File: src/rtl/cfg_window_bridge.sv
module cfg_window_bridge #(
  parameter int SPACE_BYTES = 256
) (
  input  logic        clk,
  input  logic        rst_n,
  input  logic        hb_valid,
  input  logic        hb_write,
  input  logic        hb_sel,
  input  logic [1:0]  hb_off,
  input  logic [2:0]  hb_size,
  input  logic [31:0] hb_wdata,
  output logic [31:0] hb_rdata,
  output logic        hb_rvalid,
  output logic        req_valid,
  output logic        req_write,
  output logic [7:0]  req_bus,
  output logic [7:0]  req_devfn,
  output logic [7:0]  req_offset,
  output logic [3:0]  req_be,
  output logic [31:0] req_wdata,
  input  logic [31:0] req_rdata,
  input  logic        tgt_present,
  input  logic        tgt_powered,
  input  logic        tgt_fn0_present
);
  localparam logic [8:0] LIMIT = 9'(SPACE_BYTES);

  logic [31:0] ptr_q;
  logic        ptr_wr;
  logic [1:0]  lane;
  logic [8:0]  remain;
  logic        in_range, size_ok, exposed, grant;
  logic [2:0]  len;
  logic [3:0]  mask;

  // pointer register
  assign ptr_wr = hb_valid & ~hb_sel & hb_write & (hb_off == 2'd0) & (hb_size == 3'd4);

  always_ff @(posedge clk) begin
    if (!rst_n)      ptr_q <= '0;
    else if (ptr_wr) ptr_q <= hb_wdata;
  end

  // request fields
  assign req_bus    = ptr_q[23:16];
  assign req_devfn  = ptr_q[15:8];
  assign req_offset = ptr_q[7:0] | {6'd0, hb_off};
  assign lane       = req_offset[1:0];

  // qualification
  assign in_range = {1'b0, req_offset} < LIMIT;
  assign remain   = LIMIT - {1'b0, req_offset};
  assign size_ok  = (hb_size == 3'd1) | (hb_size == 3'd2) | (hb_size == 3'd4);
  assign exposed  = (req_devfn[2:0] == 3'd0) | tgt_fn0_present;
  assign grant    = ptr_q[31] & size_ok & in_range & tgt_present & tgt_powered & exposed;

  // length clipped at the space limit
  assign len = (remain < {6'd0, hb_size}) ? remain[2:0] : hb_size;

  always_comb begin
    case (len)
      3'd1:    mask = 4'b0001;
      3'd2:    mask = 4'b0011;
      3'd3:    mask = 4'b0111;
      3'd4:    mask = 4'b1111;
      default: mask = 4'b0000;
    endcase
  end

  assign req_be    = mask << lane;
  assign req_wdata = hb_wdata << {lane, 3'b000};
  assign req_write = hb_write;
  assign req_valid = hb_valid & hb_sel & grant;

  // read return, one cycle later
  always_ff @(posedge clk) begin
    if (!rst_n) begin
      hb_rvalid <= 1'b0;
      hb_rdata  <= '0;
    end else begin
      hb_rvalid <= hb_valid & ~hb_write;
      if (hb_valid & ~hb_write) begin
        if (!hb_sel)     hb_rdata <= ptr_q;
        else if (grant)  hb_rdata <= req_rdata >> {lane, 3'b000};
        else             hb_rdata <= '1;
      end
    end
  end

  // checks
  a_r1_ptr_hold: assert property (@(posedge clk) disable iff (!rst_n)
    !(hb_valid && !hb_sel && hb_write && hb_off == 2'd0 && hb_size == 3'd4) |=> $stable(ptr_q));
  a_r3_no_req_disabled: assert property (@(posedge clk) disable iff (!rst_n)
    req_valid |-> ptr_q[31]);
  a_r3_disabled_ones: assert property (@(posedge clk) disable iff (!rst_n)
    (hb_valid && !hb_write && hb_sel && !ptr_q[31]) |=> (hb_rdata == 32'hFFFF_FFFF));
  a_r5_be_nonzero: assert property (@(posedge clk) disable iff (!rst_n)
    req_valid |-> (req_be != 4'd0));
  a_r6_rvalid_next: assert property (@(posedge clk) disable iff (!rst_n)
    (hb_valid && !hb_write) |=> hb_rvalid);
  a_r6_no_rvalid_write: assert property (@(posedge clk) disable iff (!rst_n)
    !(hb_valid && !hb_write) |=> !hb_rvalid);
  a_r8_target_ok: assert property (@(posedge clk) disable iff (!rst_n)
    req_valid |-> (tgt_present && tgt_powered && (req_devfn[2:0] == 3'd0 || tgt_fn0_present)));
  a_r9_in_limit: assert property (@(posedge clk) disable iff (!rst_n)
    req_valid |-> ({1'b0, req_offset} < LIMIT));
endmodule

File: config.mk
export PLATFORM = sky130hd
export DESIGN_NAME = cfg_window_bridge
export DESIGN_NICKNAME = d
export VERILOG_FILES = /design/src/rtl/cfg_window_bridge.sv
export SDC_FILE = /design/constraint.sdc
export NUM_CORES = 1
export LEC_CHECK = 0
export BUFFER_PORTS_ARGS = -buffer_cell sky130_fd_sc_hd__buf_2
export CORE_ASPECT_RATIO = 2
export CORE_MARGIN = 8
export CORE_UTILIZATION = 45
export DETAILED_ROUTE_END_ITERATION = 8
export GPL_TIMING_DRIVEN = 1
export HOLD_SLACK_MARGIN = 0.15
export PLACE_DENSITY = 0.79
export SLEW_MARGIN = 20
export SYNTH_ARGS = -nofsm -noshare
export SYNTH_HDL_FRONTEND = slang
export SYNTH_SLANG_ARGS = --single-unit
File: constraint.sdc
create_clock -name clk -period 8.7 [get_ports clk]
set_input_delay 0 -clock clk [delete_from_list [all_inputs] [get_ports clk]]
set_output_delay 0 -clock clk [all_outputs]
set_load 0.005 [all_outputs]
---- Word level (Yosys, flattened, before mapping) ----
Index checks and enable logic that the tools add are counted.
operators by class
  $add $sub $neg .......................... 1
  $lt $le $gt $ge ......................... 1
  equal/unequal tests ..................... 7
  shift-type cells ........................ 3
  muxes and demuxes ....................... 4
  bitwise logic cells ..................... 17
  reduce and logical (&&, ||, !) cells .... 2
operator list
  kind                                                 number
  2-to-1 mux 32 bit                                    2
  << shifter 32 x 5 -> 32 bit                          1
  right shift 32 x 5 -> 32 bit                         1
  case mux 4 bit (4 select lines)                      1
  bitwise AND 1 bit                                    11
  equality test 3 x 2 -> 1 bit, second input constant  3
  less-than comparator 9 x 3 -> 1 bit                  1
  subtractor 9 x 8 -> 9 bit, first input constant      1
  bitwise OR 8 x 2 -> 8 bit                            1
  equality test 3 x 1 -> 1 bit, second input constant  2
  equality test 3 bit, second input constant           2
  << shifter 4 x 2 -> 4 bit                            1
  logical NOT 3 bit                                    1
  2-to-1 mux 3 bit                                     1
  bitwise OR 1 bit                                     3
  logical NOT 2 bit                                    1
  NOT 1 bit                                            2
storage, ports and cells
  flip-flop bits (word level) ............. 65
  bits of input ports ..................... 77
  output and inout port bits .............. 95
  logic and storage cells ................. 38

---- Longest topological paths before layout ----
Gate-level depths: netlist of run 1.
  depth after elaboration ................. 9
  mapped depth ............................ 11
  depth with buffers taken out ............ 9

---- Least setup slack after synthesis of run 1 ----
Ideal clock, no wire load.
  path type ............................... flip-flop to output port
  from .................................... register ptr_q[0]
  to ...................................... output port req_be[2]
  arrival ................................. 2,874 ps
  required time ........................... 8,700 ps
  slack ................................... 5,826 ps
  stages on the path, launching flop included .. 12
  buffers on the path ..................... 3
  cells stage by stage .................... dfxtp_1 > nor2_2 > buf_4 > buf_2 > clkbuf_1 > xnor2_1 > ha_1 > and2_1 > a2111oi_4 > o21ai_1 > a21boi_1 > a221oi_2
between the ends
  longest elaborated chain between the ends .. 7
  elaborated cells on any way between the ends .. 10
  those cells by class .................... add/sub: 1; order compare: 1; eq/ne: 4; shift: 1; mux: 2; bitwise: 1
RTL lines
  item                                               line  text
  from (decl)                                        28    logic [31:0] ptr_q;
  from (signal assigned)                             41    else if (ptr_wr) ptr_q <= hb_wdata;
  bitwise OR 8 x 2 -> 8 bit *                        47    assign req_offset = ptr_q[7:0] | {6'd0, hb_off};
  subtractor 9 x 8 -> 9 bit                          52    assign remain = LIMIT - {1'b0, req_offset};
  less-than comparator 9 x 3 -> 1 bit                58    assign len = (remain < {6'd0, hb_size}) ? remain[2:0] : hb_size;
  2-to-1 mux 3 bit                                   58
  equality test 3 bit, or another cell as far along  61    case (len)
  case mux 4 bit (4 select lines)                    61
  << shifter 4 x 2 -> 4 bit *                        70    assign req_be = mask << lane;
  to (decl)                                          19    output logic [3:0] req_be,
Every way passes the cells marked *; elsewhere a longest branch is shown, timed or not.

---- Worst setup path after layout of run 1 ----
  from .................................... register ptr_q[1]
  to ...................................... output port req_be[2]
The elaborated chain is that of the path after synthesis.

==> results.md, run 1 <==
* Die W at 84.0 um
* Max Transition Viols Final at 0
* CTS H-Tree Depth at 3
* Critical Path RT at 8700 ps
* Critical Path Start Type: flip-flop
* First-pass GRT wire length at 26400 um
* Kind of critical path: flip-flop to output pin
* CTS root buffer: clkbuf_16
* Initial antenna violation count at 0
* Post-synthesis adder-cell area fraction at 0.601%
* Clock insertion delay at the later pin of the skew report at 330 ps
* Yosys top cell area share at 31.3%
* Post-synth cell types at 41
* Post-route DRC at 0
* Final setup fails at 0
* Cell Pwr Density at 154 nW/um2
* ANT cells at 0
* Initial DRT Pass Iterations at 6
* Final-stage net count at 767
* Asr flop ratio synth at 0%
* Grt ovf at 0
* Setup Buffers After CTS at 0
* Die span in y at 152 um
* Hold path cells at 5
* Area of the mapped netlist at 4160 um2
* Largest net degree at the start of global routing at 69
* Commonest non-fill, non-tap cells in the layout: buf_2, nand2_1, dfxtp_1, a21boi_0, dlygate4sd3_1
* Drt via density at 6.02
* Critical path arrival at 3750 ps
* Setup slack, reg-to-reg at 6110 ps
* Syn avg cell area at 7.71 um2
* Clock Sinks at 65
* # IOs at 172
* Post_cts resized at 0
* Max cap viols at 0
* Setup crit start: ptr_q[1]$_SDFFE_PN0P_
* Routed Antenna Nets at 0
* Final Power at 845 uW
* Fin crit share at 43.1%
* Top cells by area, synth: dfxtp_1, nand2_1, a21boi_0, o221ai_1, buf_4
* YS warnings at 0
* RePlAce Congestion at 0.934
* Worst min-delay path category: input port to flip-flop
* Via Count at 4782
* Post-route insts no fill at 794
* Multiplexer share of the synthesized area at 8.41%
* Fmax achieved at 266 MHz
* Reg2reg start: ptr_q[0]$_SDFFE_PN0P_
* Hold path startpoint: req_rdata[25]
* Vias in the first global route at 4809
* R2R depth at 7
* Fin. Hold Viols at 0
* Area delta synth->final at 31.6%
* Synth Area in XOR/XNOR at 0.631%
* Hold Buf Count CTS at 34
* Status: completed
* VDD IR-drop max at 0.120 mV
* Mapped Cells at 540
* Cell area after placement at 4820 um2
* Die Footprint at 12800 um2
* Top cell type by total area after synthesis: dfxtp_1
* Slew headroom at 26.1%
* Reg-to-reg critical path endpoint: hb_rdata[9]$_SDFFE_PN0P_
* Main synth FF type: dfxtp_1
* Sequential cell area fraction in the yosys report at 31.3%
* Hpwl dp at 12500 um
* CTS Buf Count at 9
* Tightest Pin Transition at 1110 ps
* Setup crit end kind: output pin
* Fin util at 60.8%
* Syn nets at 619
* Share of post-route cells with drive strength above 1 at 29.9%
* Leak at 2.43 nW
* Hold Path Sink: hb_rdata[17]$_SDFFE_PN0P_
* CTS tree: done
* Max clock buf depth at 2
* Initial Util at 46.2%
* Post-Synth Simple-Gate Area at 21.9%
* Routed WL at 17000 um
* Fin crit period at 3750 ps
* Port Buffer Count at 171
* WL per Instance at 21.4 um
* Gr usage total at 25.8%
* Clk slew on worst S/H paths at 50 ps
* Rows at 49
* RSZ-0062 raised after global routing: false
* Final setup TNS at 0 ps
* Main combinational cell family by area after synthesis: compound AO/OA/AOI/OAI gates
* 1st-iter DRT viols at 389
* Design area at 5480 um2
* Top fanout value on the critical path at 21
* FF+latch count, synth at 65
* Post-synthesis compound-gate area fraction at 27.4%
* Clock skew at 7.19 ps
* Most common cell after layout, fill and taps aside: buf_2
* Number of synthesized flops with an enable pin at 0
* CORE AREA at 9010 um2
* Placed cell count at 745
## registers in the layout, summed over array words and instances, names as in the netlist
signal and count:
hb_rdata 32, hb_rvalid 1, ptr_q 32
## worst max path at each step
stage                           end  slack, ps  cells past startpoint
final                     req_be[2]       4950                     11
after global routing      req_be[2]       4780                     11
after CTS                 req_be[2]       5050                     11
after detailed placement  req_be[2]       5440                     11
after global placement    req_be[2]       5560                     11
after floorplan           req_be[2]       5830                     11
## metal layers
layer  part of all wire, %  up-vias  GRT usage [%]
met4                   6.3        0           17.6
met3                   7.8       70           5.35
met1                    34     2226           26.8
li1                      -     2184              -
met5                     0        -              0
met2                    52      302           44.6
## per-stage QoR
step	hold slack (ps)	worst slack, ps
after floorplan	80.8	5830
after global placement	239	5560
after detailed placement	245	5440
after global routing	186	4780
after CTS	157	5050
final	153	4950
## area by class of cell
| class | instances | area [um2] |
|---|---|---|
| sequential | 65 | 1300 |
| inverter | 7 | 26.3 |
| clock inverter | 3 | 65.1 |
| tap | 102 | 128 |
| multi-input combinational | 395 | 2480 |
| clock buffer | 12 | 246 |
| timing repair buffer | 210 | 1230 |
| fill | 824 | 3530 |
## cells in the mapped netlist, types with 2 or more instances
master     count
a21boi_0      52
a21boi_1      13
a21oi_1       19
a31oi_1       10
and2_1         4
and3_1        25
buf_1          2
buf_2         10
buf_4         25
clkbuf_1      36
dfxtp_1       65
ha_1           2
inv_1          7
mux2i_1       17
mux4_2         8
nand2_1      158
nand2b_1       2
nand4_1        3
nor2_1         7
nor3_1         5
o21ai_0       10
o221ai_1      32
o2bb2ai_1      8
or3_1          2
xnor2_1        2
## critical path, stage by stage (launching register included)
cell and delay, ps:
dfxtp_1 330, nor2_2 590, buf_4 370, nand2_1 190
xnor2_1 170, ha_1 300, and2_1 180, a2111oi_4 500
or3_1 180, o2111ai_1 160, a221oi_2 290, buf_2 170
## cell families (layout without fill, tap and decap cells)
logic type / count (synthesis) / count (layout)
AND/OR/NAND/NOR: 212 / 212
AO/OA/AOI/OAI: 153 / 153
buffers and inverters: 80 / 232
flip-flops: 65 / 65
multiplexers: 25 / 25
XOR/XNOR: 3 / 3
adder cells (fa/ha/maj): 2 / 2
## power breakdown
part | total, mW | internal, mW | switching, mW | leakage [nW]
registers | 0.309 | 0.305 | 0.00385 | 0.528
clock network | 0.380 | 0.256 | 0.124 | 0.153
logic | 0.155 | 0.0706 | 0.0846 | 1.75
total | 0.845 | 0.632 | 0.212 | 2.43
(Power assumes the default switching activity.)
==> run 2, diff against run 1 <==
--- a/config.mk
+++ b/config.mk
@@ -5,14 +5,15 @@
 export SDC_FILE = /design/constraint.sdc
 export NUM_CORES = 1
 export LEC_CHECK = 0
+export ABC_AREA = 1
 export BUFFER_PORTS_ARGS = -buffer_cell sky130_fd_sc_hd__buf_2
 export CORE_ASPECT_RATIO = 2
 export CORE_MARGIN = 8
-export CORE_UTILIZATION = 45
+export CORE_UTILIZATION = 44
 export DETAILED_ROUTE_END_ITERATION = 8
 export GPL_TIMING_DRIVEN = 1
 export HOLD_SLACK_MARGIN = 0.15
-export PLACE_DENSITY = 0.79
+export PLACE_DENSITY = 0.81
 export SLEW_MARGIN = 20
 export SYNTH_ARGS = -nofsm -noshare
 export SYNTH_HDL_FRONTEND = slang
==> constraint.sdc (replaced) <==
create_clock -name clk -period 3.2 [get_ports clk]
set_input_delay 0 -clock clk [delete_from_list [all_inputs] [get_ports clk]]
set_output_delay 0 -clock clk [all_outputs]
set_load 0.005 [all_outputs]
==> results.md, run 2 <==
* Status: completed
* Leak at 2.68 nW (+10%)
* Initial antenna violation count at 0 (unchanged)
* Initial DRT Pass Iterations at 7 (+1)
* Reg2reg start: ptr_q[31]$_SDFFE_PN0P_
* Biggest regs: hb_rdata x32, ptr_q x32, hb_rvalid x1
* RePlAce Congestion at 0.925 (-0.99%)
* Sequential cell area fraction in the yosys report at 32.5% (+1.3 points)
* FF+latch count, synth at 65 (unchanged)
* Placed cell count at 828 (+11%)
* Rows at 49 (unchanged)
* Main combinational cell family by area after synthesis: compound AO/OA/AOI/OAI gates
* Fin crit share at 93.7%
* Cell area after placement at 4680 um2 (-3.0%)
* Fill cells at 817 (-0.85%)
* Post-synthesis compound-gate area fraction at 31.6% (+4.1 points)
* CTS root buffer: clkbuf_16
* Fin crit period at 3000 ps
* Setup crit start: ptr_q[1]$_SDFFE_PN0P_
* Post-synth cell types at 28 (-32%)
* Routed WL at 16600 um (-2.4%)
* Hold path startpoint: req_rdata[18]
* Top cells by area, synth: dfxtp_1, o21ai_0, a21oi_1, nand2_1, buf_4
* Via Count at 5068 (+6.0%)
* Mapped Cells at 618 (+14%)
* YS warnings at 0 (unchanged)
* Die W at 83.5 um (-0.68%)
* Hpwl dp at 12100 um (-2.8%)
* Worst min-delay path category: input port to flip-flop
* Share of post-route cells with drive strength above 1 at 27.5% (-2.5 points)
* Clk slew on worst S/H paths at 60 ps (about the same)
* Area of the mapped netlist at 4000 um2 (-3.8%)
* Die Footprint at 12600 um2 (-1.4%)
* Initial Util at 44.7% (-1.5 points)
* Routed Antenna Nets at 0 (unchanged)
* Cell Pwr Density at 409 nW/um2 (+170%)
* Main synth FF type: dfxtp_1
* CORE AREA at 8950 um2 (-0.68%)
* WL per Instance at 18.7 um (-12%)
* Asr flop ratio synth at 0% (unchanged)
* # IOs at 172 (unchanged)
* Number of synthesized flops with an enable pin at 0 (unchanged)
* Critical Path RT at 3200 ps (-5500 ps)
* Fin. Hold Viols at 0 (unchanged)
* Multiplexer share of the synthesized area at 0% (-8.4 points)
* Gr usage total at 25.3% (-0.46 points)
* Die span in y at 151 um (-0.75%)
* CTS tree: done
* Kind of critical path: flip-flop to output pin
* Setup Buffers After CTS at 0 (unchanged)
* Top cell type by total area after synthesis: dfxtp_1
* Vias in the first global route at 4934 (+2.6%)
* Final-stage net count at 857 (+12%)
* Area delta synth->final at 34.3%
* First-pass GRT wire length at 25700 um (-2.7%)
* RSZ-0062 raised after global routing: false
* Commonest non-fill, non-tap cells in the layout: buf_2, nand2_1, o21ai_0, a21oi_1, dfxtp_1
* Post-synthesis adder-cell area fraction at 0.625% (+0.024 points)
* Critical path arrival at 3000 ps (-750 ps)
* Post-route DRC at 0 (unchanged)
* Port Buffer Count at 171 (unchanged)
* Drt via density at 5.73 (-4.9%)
* Yosys top cell area share at 32.5% (+1.3 points)
* Synth Area in XOR/XNOR at 0% (-0.63 points)
* Max cap viols at 0 (unchanged)
* Syn nets at 697 (+13%)
* Post-Synth Simple-Gate Area at 21.4% (-0.47 points)
* Top-count cell post-synth: nand2_1
* Slew headroom at 33.1% (+7.0 points)
* Largest net degree at the start of global routing at 72 (+4.3%)
* CTS H-Tree Depth at 3 (unchanged)
* Max Transition Viols Final at 0 (unchanged)
* Final setup TNS at 0 ps (unchanged)
* Fmax achieved at 334 MHz
* Final setup fails at 0 (unchanged)
* Grt ovf at 0 (unchanged)
* Post-route insts no fill at 885 (+11%)
* Clock skew at 6.06 ps (-1.13 ps)
* Top fanout value on the critical path at 12 (-43%)
* Clock Sinks at 65 (unchanged)
* Most common cell after layout, fill and taps aside: buf_2
* Hold slack final at 154 ps (+1.62 ps)
* Clock insertion delay at the later pin of the skew report at 340 ps (about the same)
* Synth top cells by count: nand2_1, o21ai_0, a21oi_1
* Tightest Pin Transition at 1000 ps (-105 ps)
* Critical Path Start Type: flip-flop
* ANT cells at 0 (unchanged)
* VDD IR-drop max at 0.281 mV (+130%)
* Syn avg cell area at 6.48 um2 (-16%)
* Setup crit end kind: output pin
* Max clock buf depth at 2 (unchanged)
* CTS Buf Count at 9 (unchanged)
* 1st-iter DRT viols at 650 (+67%)
* Design area at 5380 um2 (-1.9%)
-- run 2: changes by cell type in the layout (fill, tap and decap cells not counted), sizes merged, moves of 14 or more --
cell | previous run | this run
o221ai | 32 | 0
mux2i | 17 | 0
and3 | 25 | 0
o21ai | 11 | 127
nand2 | 158 | 118
nor2 | 8 | 26
nand3 | 1 | 31
a21oi | 19 | 86
a21boi | 65 | 0
o22ai | 0 | 14
inv | 7 | 48
-- run 2: per-stage QoR --
step	setup WS [ps]	total power, mW	utilization [%]
finish	203	2.20	60.1
detailed placement	510	1.26	52.2
global route	50.6	2.28	60.1
global placement	730	1.25	52.2
floorplan	1240	1.08	-
CTS	142	2.19	59.8
-- run 2: per-layer routing --
| layer | global-route usage (%) | vias up | part of all wire, % |
|---|---|---|---|
| met5 | 0 | - | 0 |
| met3 | 6.19 | 62 | 7.8 |
| met4 | 17.5 | 0 | 6.0 |
| li1 | - | 2411 | - |
| met2 | 43.7 | 311 | 50 |
| met1 | 26.5 | 2284 | 36 |
-- run 2: report_power, final --
| group | internal (mW) | switching (mW) |
|---|---|---|
| combinational | 0.187 | 0.258 |
| clock | 0.526 | 0.375 |
| sequential | 0.839 | 0.0140 |
-- run 2: layout make-up --
| type | instances | area (um2) | share of cell area, % |
|---|---|---|---|
| timing repair buffer | 220 | 1340 | 24.9 |
| clock inverter | 6 | 43.8 | 0.815 |
| tap | 102 | 128 | 2.37 |
| clock buffer | 10 | 229 | 4.26 |
| multi-input combinational | 435 | 2160 | 40.1 |
| inverter | 47 | 176 | 3.28 |
| sequential | 65 | 1300 | 24.2 |
-- run 2: worst paths after layout --
| check | to | slack, ps | cells after the start |
|---|---|---|---|
| worst min register to register | ptr_q[27]$_SDFFE_PN0P_ | 530 | 2 |
| worst max-delay path | req_be[1] | 200 | 18 |
| worst max register to register | hb_rdata[12]$_SDFFE_PN0P_ | 1210 | 6 |
| worst min-delay path | hb_rdata[10]$_SDFFE_PN0P_ | 150 | 5 |
-- run 2: repair_timing --
action | in CTS | in global routing
endpoints found under the hold margin | 41 | 0
setup endpoints to repair | 0 | 3
hold buffers | 40 | 0
gates resized for setup | 0 | 2
-- run 2: cell families (layout without fill, tap and decap cells) --
group,count (synthesis),in the layout
flops,65,65
compound gates,242,242
fa+ha+maj,2,2
buf+inv,118,283
simple gates,191,191
-- run 2: critical path: stages (launching register included) --
cell	delay, ps
dfxtp_1	360
nor2_4	320
nand2_2	230
nand2_1	150
nand2_1	60
inv_1	50
ha_1	230
nand2_1	70
nand2_1	80
nor2_4	190
nand3_2	160
nand2_1	120
nand2_2	80
nand2_1	70
nand2_1	70
nand2_1	110
nand2_1	70
nor2_1	110
buf_2	140
